$ cat src/rtl/cspi_pkg.sv
package cspi_pkg;

  localparam int BYTE_W = 8;
  localparam int OP_W   = 3;
  localparam int ADDR_W = 5;
  localparam int TEST_W = 2 * BYTE_W;

  // configuration register indices
  localparam int REG_CTRL  = 0;
  localparam int REG_INTR  = 1;
  localparam int REG_BQ_HI = 2;
  localparam int REG_BQ_LO = 3;
  localparam int REG_FTHR  = 4;
  localparam int REG_FW_HI = 5;
  localparam int REG_FW_LO = 6;
  localparam int REG_ANA   = 7;

  localparam int INTR_IRQ_BIT = 5;

  typedef enum logic [OP_W-1:0] {
    OP_NONE    = 3'b000,
    OP_CFG_RD  = 3'b001,
    OP_ACC_LO  = 3'b010,
    OP_ACC_HI  = 3'b011,
    OP_RXB_RD  = 3'b100,
    OP_CFG_WR  = 3'b101,
    OP_STAT_LO = 3'b110,
    OP_STAT_HI = 3'b111
  } op_e;

  typedef enum logic {
    PH_CMD  = 1'b0,
    PH_DATA = 1'b1
  } phase_e;

  // bits that hold a field in each configuration register
  function automatic logic [BYTE_W-1:0] wr_mask(int idx);
    case (idx)
      REG_CTRL:  return 8'hF7;
      REG_INTR:  return 8'h04;
      REG_FW_HI: return 8'h0F;
      default:   return 8'hFF;
    endcase
  endfunction

endpackage

$ cat src/rtl/cspi_sync.sv
module cspi_sync #(
  parameter int               WIDTH   = 1,
  parameter int               STAGES  = 2,
  parameter logic [WIDTH-1:0] RST_VAL = '0
) (
  input  logic             clk,
  input  logic             rst_n,
  input  logic [WIDTH-1:0] d,
  output logic [WIDTH-1:0] q
);

  logic [STAGES-1:0][WIDTH-1:0] pipe_q;
  logic [STAGES-1:0][WIDTH-1:0] pipe_d;

  always_comb begin
    pipe_d[0] = d;
    for (int s = 1; s < STAGES; s++) begin
      pipe_d[s] = pipe_q[s-1];
    end
  end

  always_ff @(posedge clk or negedge rst_n) begin
    if (!rst_n) begin
      pipe_q <= {STAGES{RST_VAL}};
    end else begin
      pipe_q <= pipe_d;
    end
  end

  assign q = pipe_q[STAGES-1];

endmodule

$ cat src/rtl/cspi_byte_io.sv
module cspi_byte_io
  import cspi_pkg::*;
#(
  parameter int BIT_W = $clog2(BYTE_W)
) (
  input  logic              clk,
  input  logic              rst_n,
  input  logic              cs_n_s,
  input  logic              sck_s,
  input  logic              mosi_s,
  input  logic [BYTE_W-1:0] tx_byte,
  output logic              cs_act,
  output logic              sck_fall,
  output logic              byte_done,
  output logic [BYTE_W-1:0] rx_byte,
  output logic              miso
);

  logic              sck_d_q;
  logic              sck_rise;
  logic [BIT_W-1:0]  bitcnt_q, bitcnt_d;
  logic [BYTE_W-1:0] rx_sh_q, rx_sh_d;
  logic [BYTE_W-1:0] tx_sh_q, tx_sh_d;

  localparam logic [BIT_W-1:0] LAST_BIT = BIT_W'(BYTE_W - 1);

  assign cs_act   = !cs_n_s;
  assign sck_rise = cs_act && sck_s && !sck_d_q;
  assign sck_fall = cs_act && !sck_s && sck_d_q;

  assign byte_done = sck_rise && (bitcnt_q == LAST_BIT);
  assign rx_byte   = {rx_sh_q[BYTE_W-2:0], mosi_s};
  assign miso      = tx_sh_q[BYTE_W-1];

  always_comb begin
    bitcnt_d = bitcnt_q;
    rx_sh_d  = rx_sh_q;
    tx_sh_d  = tx_sh_q;
    if (!cs_act) begin
      // deselection drops any partial byte
      bitcnt_d = '0;
      tx_sh_d  = '0;
    end else begin
      if (sck_rise) begin
        bitcnt_d = bitcnt_q + BIT_W'(1);
        rx_sh_d  = rx_byte;
      end
      if (sck_fall) begin
        // byte boundary: load the next read byte, else shift
        if (bitcnt_q == '0) begin
          tx_sh_d = tx_byte;
        end else begin
          tx_sh_d = {tx_sh_q[BYTE_W-2:0], 1'b0};
        end
      end
    end
  end

  always_ff @(posedge clk or negedge rst_n) begin
    if (!rst_n) begin
      sck_d_q  <= 1'b0;
      bitcnt_q <= '0;
      rx_sh_q  <= '0;
      tx_sh_q  <= '0;
    end else begin
      sck_d_q  <= sck_s;
      bitcnt_q <= bitcnt_d;
      rx_sh_q  <= rx_sh_d;
      tx_sh_q  <= tx_sh_d;
    end
  end

endmodule

$ cat src/rtl/cspi_cmd_ctrl.sv
module cspi_cmd_ctrl
  import cspi_pkg::*;
#(
  parameter int CFG_NUM  = 8,
  parameter int RXB_LAST = 17,
  parameter int CFG_AW   = $clog2(CFG_NUM)
) (
  input  logic              clk,
  input  logic              rst_n,
  input  logic              cs_act,
  input  logic              byte_done,
  input  logic [BYTE_W-1:0] rx_byte,
  input  logic [BYTE_W-1:0] cfg_rd_data,
  input  logic [BYTE_W-1:0] rxb_data,
  input  logic [TEST_W-1:0] acc_val,
  input  logic [TEST_W-1:0] stat_val,
  output logic [ADDR_W-1:0] addr,
  output logic [CFG_AW-1:0] cfg_idx,
  output logic [BYTE_W-1:0] tx_byte,
  output logic              wr_en,
  output logic [CFG_AW-1:0] wr_idx,
  output logic [BYTE_W-1:0] wr_data
);

  localparam logic [ADDR_W-1:0] CFG_LAST_A = ADDR_W'(CFG_NUM - 1);
  localparam logic [ADDR_W-1:0] RXB_LAST_A = ADDR_W'(RXB_LAST);

  phase_e            phase_q, phase_d;
  op_e               op_q, op_d;
  logic [ADDR_W-1:0] addr_q, addr_d;
  logic              wr_en_q, wr_en_d;
  logic [CFG_AW-1:0] wr_idx_q, wr_idx_d;
  logic [BYTE_W-1:0] wr_data_q, wr_data_d;
  logic              cfg_hit;
  logic              rxb_hit;

  assign cfg_hit = (addr_q <= CFG_LAST_A);
  assign rxb_hit = (addr_q <= RXB_LAST_A);

  // next state
  always_comb begin
    phase_d   = phase_q;
    op_d      = op_q;
    addr_d    = addr_q;
    wr_en_d   = 1'b0;
    wr_idx_d  = wr_idx_q;
    wr_data_d = wr_data_q;
    if (!cs_act) begin
      phase_d = PH_CMD;
    end else if (byte_done) begin
      if (phase_q == PH_CMD) begin
        op_d    = op_e'(rx_byte[BYTE_W-1 -: OP_W]);
        addr_d  = rx_byte[ADDR_W-1:0];
        phase_d = PH_DATA;
      end else begin
        if (op_q == OP_CFG_WR && cfg_hit) begin
          wr_en_d   = 1'b1;
          wr_idx_d  = addr_q[CFG_AW-1:0];
          wr_data_d = rx_byte;
        end
        addr_d = addr_q + ADDR_W'(1);
      end
    end
  end

  always_ff @(posedge clk or negedge rst_n) begin
    if (!rst_n) begin
      phase_q   <= PH_CMD;
      op_q      <= OP_NONE;
      addr_q    <= '0;
      wr_en_q   <= 1'b0;
      wr_idx_q  <= '0;
      wr_data_q <= '0;
    end else begin
      phase_q   <= phase_d;
      op_q      <= op_d;
      addr_q    <= addr_d;
      wr_en_q   <= wr_en_d;
      wr_idx_q  <= wr_idx_d;
      wr_data_q <= wr_data_d;
    end
  end

  // read byte source for the next byte boundary
  always_comb begin
    tx_byte = '0;
    if (phase_q == PH_DATA) begin
      case (op_q)
        OP_CFG_RD:  tx_byte = cfg_hit ? cfg_rd_data : '0;
        OP_RXB_RD:  tx_byte = rxb_hit ? rxb_data : '0;
        OP_ACC_LO:  tx_byte = acc_val[BYTE_W-1:0];
        OP_ACC_HI:  tx_byte = acc_val[TEST_W-1:BYTE_W];
        OP_STAT_LO: tx_byte = stat_val[BYTE_W-1:0];
        OP_STAT_HI: tx_byte = stat_val[TEST_W-1:BYTE_W];
        default:    tx_byte = '0;
      endcase
    end
  end

  assign addr    = addr_q;
  assign cfg_idx = addr_q[CFG_AW-1:0];
  assign wr_en   = wr_en_q;
  assign wr_idx  = wr_idx_q;
  assign wr_data = wr_data_q;

endmodule

$ cat src/rtl/cspi_cfg_regs.sv
module cspi_cfg_regs
  import cspi_pkg::*;
#(
  parameter int CFG_NUM = 8,
  parameter int CFG_AW  = $clog2(CFG_NUM)
) (
  input  logic              clk,
  input  logic              rst_n,
  input  logic              wr_en,
  input  logic [CFG_AW-1:0] wr_idx,
  input  logic [BYTE_W-1:0] wr_data,
  input  logic [CFG_AW-1:0] rd_idx,
  input  logic              irq_flag,
  output logic [BYTE_W-1:0] rd_data,
  output logic [1:0]        out_sel,
  output logic [1:0]        baud_sel,
  output logic              dec_en,
  output logic              fdet_en,
  output logic              rx_en,
  output logic              int_en,
  output logic [15:0]       bitq_thr,
  output logic [3:0]        match_cnt,
  output logic [3:0]        qual_cnt,
  output logic [11:0]       frame_word,
  output logic [7:0]        ana_setup
);

  logic [CFG_NUM-1:0][BYTE_W-1:0] reg_q, reg_d, mask_vec;

  for (genvar i = 0; i < CFG_NUM; i++) begin : g_mask
    assign mask_vec[i] = wr_mask(i);
  end

  always_comb begin
    reg_d         = reg_q;
    reg_d[wr_idx] = wr_data & mask_vec[wr_idx];
  end

  always_ff @(posedge clk or negedge rst_n) begin
    if (!rst_n) begin
      reg_q <= '0;
    end else if (wr_en) begin
      reg_q <= reg_d;
    end
  end

  always_comb begin
    rd_data = reg_q[rd_idx];
    if (rd_idx == CFG_AW'(REG_INTR)) begin
      rd_data[INTR_IRQ_BIT] = irq_flag;
    end
  end

  assign out_sel    = reg_q[REG_CTRL][7:6];
  assign baud_sel   = reg_q[REG_CTRL][5:4];
  assign dec_en     = reg_q[REG_CTRL][2];
  assign fdet_en    = reg_q[REG_CTRL][1];
  assign rx_en      = reg_q[REG_CTRL][0];
  assign int_en     = reg_q[REG_INTR][2];
  assign bitq_thr   = {reg_q[REG_BQ_HI], reg_q[REG_BQ_LO]};
  assign match_cnt  = reg_q[REG_FTHR][7:4];
  assign qual_cnt   = reg_q[REG_FTHR][3:0];
  assign frame_word = {reg_q[REG_FW_HI][3:0], reg_q[REG_FW_LO]};
  assign ana_setup  = reg_q[REG_ANA];

endmodule

$ cat src/rtl/cspi_cfg_slave.sv
module cspi_cfg_slave
  import cspi_pkg::*;
#(
  parameter int CFG_NUM     = 8,
  parameter int RXB_LAST    = 17,
  parameter int SYNC_STAGES = 2
) (
  input  logic              clk,
  input  logic              rst_n,
  input  logic              cs_n,
  input  logic              sck,
  input  logic              mosi,
  output logic              miso,
  input  logic              irq_flag,
  input  logic [TEST_W-1:0] acc_val,
  input  logic [TEST_W-1:0] stat_val,
  output logic [ADDR_W-1:0] rxb_addr,
  input  logic [BYTE_W-1:0] rxb_data,
  output logic [1:0]        out_sel,
  output logic [1:0]        baud_sel,
  output logic              dec_en,
  output logic              fdet_en,
  output logic              rx_en,
  output logic              int_en,
  output logic [15:0]       bitq_thr,
  output logic [3:0]        match_cnt,
  output logic [3:0]        qual_cnt,
  output logic [11:0]       frame_word,
  output logic [7:0]        ana_setup
);

  localparam int CFG_AW = $clog2(CFG_NUM);

  logic              cs_n_s, sck_s, mosi_s;
  logic              cs_act, sck_fall, byte_done;
  logic [BYTE_W-1:0] rx_byte, tx_byte;
  logic [CFG_AW-1:0] cfg_idx, wr_idx;
  logic [BYTE_W-1:0] cfg_rd_data, wr_data;
  logic              wr_en;

  cspi_sync #(
    .WIDTH   (3),
    .STAGES  (SYNC_STAGES),
    .RST_VAL (3'b100)
  ) u_sync (
    .clk   (clk),
    .rst_n (rst_n),
    .d     ({cs_n, sck, mosi}),
    .q     ({cs_n_s, sck_s, mosi_s})
  );

  cspi_byte_io u_io (
    .clk       (clk),
    .rst_n     (rst_n),
    .cs_n_s    (cs_n_s),
    .sck_s     (sck_s),
    .mosi_s    (mosi_s),
    .tx_byte   (tx_byte),
    .cs_act    (cs_act),
    .sck_fall  (sck_fall),
    .byte_done (byte_done),
    .rx_byte   (rx_byte),
    .miso      (miso)
  );

  cspi_cmd_ctrl #(
    .CFG_NUM  (CFG_NUM),
    .RXB_LAST (RXB_LAST),
    .CFG_AW   (CFG_AW)
  ) u_ctrl (
    .clk         (clk),
    .rst_n       (rst_n),
    .cs_act      (cs_act),
    .byte_done   (byte_done),
    .rx_byte     (rx_byte),
    .cfg_rd_data (cfg_rd_data),
    .rxb_data    (rxb_data),
    .acc_val     (acc_val),
    .stat_val    (stat_val),
    .addr        (rxb_addr),
    .cfg_idx     (cfg_idx),
    .tx_byte     (tx_byte),
    .wr_en       (wr_en),
    .wr_idx      (wr_idx),
    .wr_data     (wr_data)
  );

  cspi_cfg_regs #(
    .CFG_NUM (CFG_NUM),
    .CFG_AW  (CFG_AW)
  ) u_regs (
    .clk        (clk),
    .rst_n      (rst_n),
    .wr_en      (wr_en),
    .wr_idx     (wr_idx),
    .wr_data    (wr_data),
    .rd_idx     (cfg_idx),
    .irq_flag   (irq_flag),
    .rd_data    (cfg_rd_data),
    .out_sel    (out_sel),
    .baud_sel   (baud_sel),
    .dec_en     (dec_en),
    .fdet_en    (fdet_en),
    .rx_en      (rx_en),
    .int_en     (int_en),
    .bitq_thr   (bitq_thr),
    .match_cnt  (match_cnt),
    .qual_cnt   (qual_cnt),
    .frame_word (frame_word),
    .ana_setup  (ana_setup)
  );

endmodule

$ cat config.mk
export PLATFORM = sky130hd
export DESIGN_NAME = cspi_cfg_slave
export DESIGN_NICKNAME = d
export VERILOG_FILES = /design/src/rtl/cspi_pkg.sv /design/src/rtl/cspi_sync.sv /design/src/rtl/cspi_byte_io.sv /design/src/rtl/cspi_cmd_ctrl.sv /design/src/rtl/cspi_cfg_regs.sv /design/src/rtl/cspi_cfg_slave.sv
export SDC_FILE = /design/constraint.sdc
export NUM_CORES = 1
export LEC_CHECK = 0
export BUFFER_PORTS_ARGS = -buffer_cell sky130_fd_sc_hd__buf_2
export CELL_PAD_IN_SITES_DETAIL_PLACEMENT = 2
export CELL_PAD_IN_SITES_GLOBAL_PLACEMENT = 2
export CORE_ASPECT_RATIO = 0.5
export CORE_MARGIN = 4
export CORE_UTILIZATION = 38
export DETAILED_ROUTE_END_ITERATION = 8
export PLACE_DENSITY = 0.85
export SYNTH_ARGS = -nofsm -noshare
export SYNTH_HDL_FRONTEND = slang
export SYNTH_SLANG_ARGS = --single-unit
export TNS_END_PERCENT = 10
$ cat constraint.sdc
create_clock -name clk -period 3.77 [get_ports clk]
set_clock_uncertainty 0.15 [all_clocks]
set_input_delay 0.754 -clock clk [delete_from_list [all_inputs] [get_ports clk]]
set_output_delay 0.754 -clock clk [all_outputs]
set_load 0.005 [all_outputs]
==> flow_metrics.tcl <==
set metrics [dict create \
    outcome "finished clean" \
    setup_viol 0 \
    root_buffer "clkbuf_16" \
    p_per_area_nw_per_um2 398.9 \
    ir_drop_mv 0.2086 \
    final_cell_mix "dfrtp_1 (108), buf_2 (102), nand2_1 (74), o21ai_0 (50), mux2_2 (29)" \
    die_w_um 176.3 \
    viasPerCell 5.576 \
    yosysTopAreaCell "dfrtp_1" \
    gp_congestion 0.7565 \
    wl_per_cell_um 24.78 \
    ant_nets 0 \
    finalHoldViolations 0 \
    internal_power_mw 1.884 \
    relSlewSlack_pct 36.17 \
    muxShareOfSynthArea_pct 17.89 \
    placed_cell_area_um2 5720 \
    ys_types 44 \
    crit_type "reg2reg" \
    synth_area_leaders "dfrtp_1 (50%), buf_4 (6.7%), mux4_2 (6.7%)" \
    num_rows 30 \
    slowest_stage "dfrtp_1" \
    synth_compound_area_share_pct 9.351 \
    n_fill_cell 1410 \
    cp_cell_sequence "clkinv_1 > ha_1 > o21ai_0 > a21oi_1 > a211oi_1 > o21ai_0" \
    ys.flop_type "dfrtp_1" \
    synth_xor_area_share_pct 0.3257 \
    syn-num-nets 527 \
    worst_hold_path_type "reg2reg" \
    synthCells 476 \
    n_antenna_cell 0 \
    rsz0062_at_grt "false" \
    grt_start_max_net_pins 111 \
    overflow 0 \
    fin_util_pct 44.12 \
    ys_ff_latch 110 \
    worstSetupEndpointType "flop" \
    netSwitchingPower_mw 0.5269 \
    antenna_found_initial 0 \
    pre_cts_ws_ps 982.1 \
    ys_warn_count 0 \
    critPathRequiredTime_ps 3830 \
    via_count 4020 \
    h-tree-depth 3 \
    pin_count 104 \
    ys_seq_area_share_pct 51.22 \
    die_h_um 92.13 \
    postCtsHoldBufs 0 \
    clock-sinks 110 \
    crit_path_start_kind "flop" \
    power_frac_comb_pct 4.4 \
    whs_ps 205.7 \
    drv_slew 0 \
    synth_edf_count 0 \
    ctsResizeCount 0 \
    dp_cells 706 \
    dp_hpwl_mm 12.62 \
    numCtsBuffers 9 \
    area_growth_pct 12.38 \
    layout.nets 576 \
    yosys.area_share.simple_pct 11.10 \
    portBuffers 103 \
    clock_path_buffers 2 \
    power.total_mw 2.411 \
    ys_async_sr_fraction_pct 100.0 \
    routed_wl_mm 17.87 \
    final_area_um2 6045 \
    setup_slack_ps 876.6 \
    core-area_um2 13700 \
    dr.first_iter.drc_count 296 \
    fin_crit_sh_pct 76.75 \
    syn_area_per_cell_um2 11.30 \
    worstPathMaxFanout 15 \
    critPathMaxStageDelay_ps 770 \
    first_pass_iters 5 \
    seqPwrFrac_pct 52.5 \
    cap_viol_max_count 0 \
    stdcell_count 721 \
    dieArea_um2 16240 \
    worst-endpoint-arrival_ps 2950 \
    fin_tns_setup_ps 0 \
    cts_tree "done" \
    drive_gt1_share_pct 33.65 \
    first_global_vias 4480 \
    path_clk_slew_ps 70 \
    synth_fa_ha_area_share_pct 1.163 \
    path_buf_inv 1 \
    gr-usage-all-layers_pct 22.35 \
    synth_top_family_by_area "multiplexers" \
    p_leak_nw 2.922 \
    final_common_cell "dfrtp_1" \
    start_util_pct 39.26 \
    fmax_mhz 345.6 \
    cp_top_family "compound AO/OA/AOI/OAI gates" \
    sw_frac_of_total_pct 21.85 \
    regToRegSetupSlack_ps 880 \
    period_needed_ps 2893 \
    cts_setup_buffers 0 \
    crit_path_frequent_cell "o21ai_0" \
    worst_slew_pin_slew_ps 955.3 \
    grt_pass1_wl_mm 27.71 \
    synth_top_area_share_pct 50.24 \
    clock_power_share_pct 43.2 \
    clk_latency_ps 350 \
    post-route-drc-count 0 \
    synth_area_um2 5379 \
]
==> logic make-up after synthesis <==
family | count (synthesis)
buffers and inverters | 75
muxes | 69
and+or+nand+nor | 127
adders and majority gates | 5
xor gates and xnor gates | 2
DFF | 110
AOI/OAI and AO/OA | 88
==> path summary, 6_finish.rpt <==
kind	start	endpoint	depth (start not counted)
min in group asynchronous	rst_n	u_io.bitcnt_q[1]$_DFFE_PN0P_	2
min	u_sync.pipe_d[4]$_DFF_PN0_	u_sync.q[1]$_DFF_PN0_	0
max in group asynchronous	rst_n	u_regs.reg_q[9]$_DFFE_PN0P_	2
min reg2reg	u_sync.pipe_d[4]$_DFF_PN0_	u_sync.q[1]$_DFF_PN0_	0
max reg2reg	u_ctrl.addr[1]$_DFFE_PN0P_	u_io.tx_sh_q[5]$_DFFE_PN0P_	6
max	u_ctrl.addr[1]$_DFFE_PN0P_	u_io.tx_sh_q[5]$_DFFE_PN0P_	6
==> cells in the mapped netlist (all sizes together), types with 2 or more instances <==
master  number
clkbuf      13
nand3        5
ha           5
inv          5
nor4         2
dfstp        2
a22oi        4
nand2b       4
nor2        12
nor3b        2
nand2       75
a21oi       15
mux4        16
buf         56
a222oi       6
nor3         2
mux2        36
o21ai       51
and2         5
dfrtp      108
o22ai        8
mux2i       17
nor2b       14
==> layer usage <==
layer  wire (um)  vias up  track usage (%)
met5           0        -                0
met4         279        0            5.512
met3        1018       20            4.984
met2        8629      138            37.43
met1        7940     2150            29.67
li1            -     1712                -
==> sequential cells by signal (all words and copies together), names as in the netlist, 3 cells and up <==
signal             count
u_regs.bitq_thr       16
u_io.rx_sh_q           7
u_io.tx_sh_q           8
u_regs.qual_cnt        4
u_ctrl.addr            5
u_sync.pipe_d          3
u_regs.reg_q          12
u_regs.ana_setup       8
u_ctrl.wr_data         8
u_io.bitcnt_q          3
u_ctrl.wr_idx          3
u_regs.frame_word     12
u_ctrl.op_q            3
u_regs.match_cnt       4
u_sync.q               3
==> power groups by stage <==
stage | clock network (mW) | registers, mW | logic (mW)
5_1_grt | 1.12 | 1.27 | 0.117
3_3_place_gp | 0 | 1.28 | 0.0990
6_report | 1.04 | 1.27 | 0.105
3_5_place_dp | 0 | 1.28 | 0.106
2_1_floorplan | 0 | 1.26 | 0.0480
4_1_cts | 1.05 | 1.26 | 0.108
==> area by class of cell <==
type / instances / area, um2 / share of cell area (%)
Clock buffer: 12 / 256.5 / 4.243
Clock inverter: 3 / 67.56 / 1.118
Inverter: 6 / 22.52 / 0.3726
Multi-Input combinational cell: 291 / 2142 / 35.44
Sequential cell: 110 / 2755 / 45.58
Tap cell: 192 / 240.2 / 3.974
Timing Repair Buffer: 107 / 560.5 / 9.273
No activity file was read; power rests on OpenSTA's default activity.
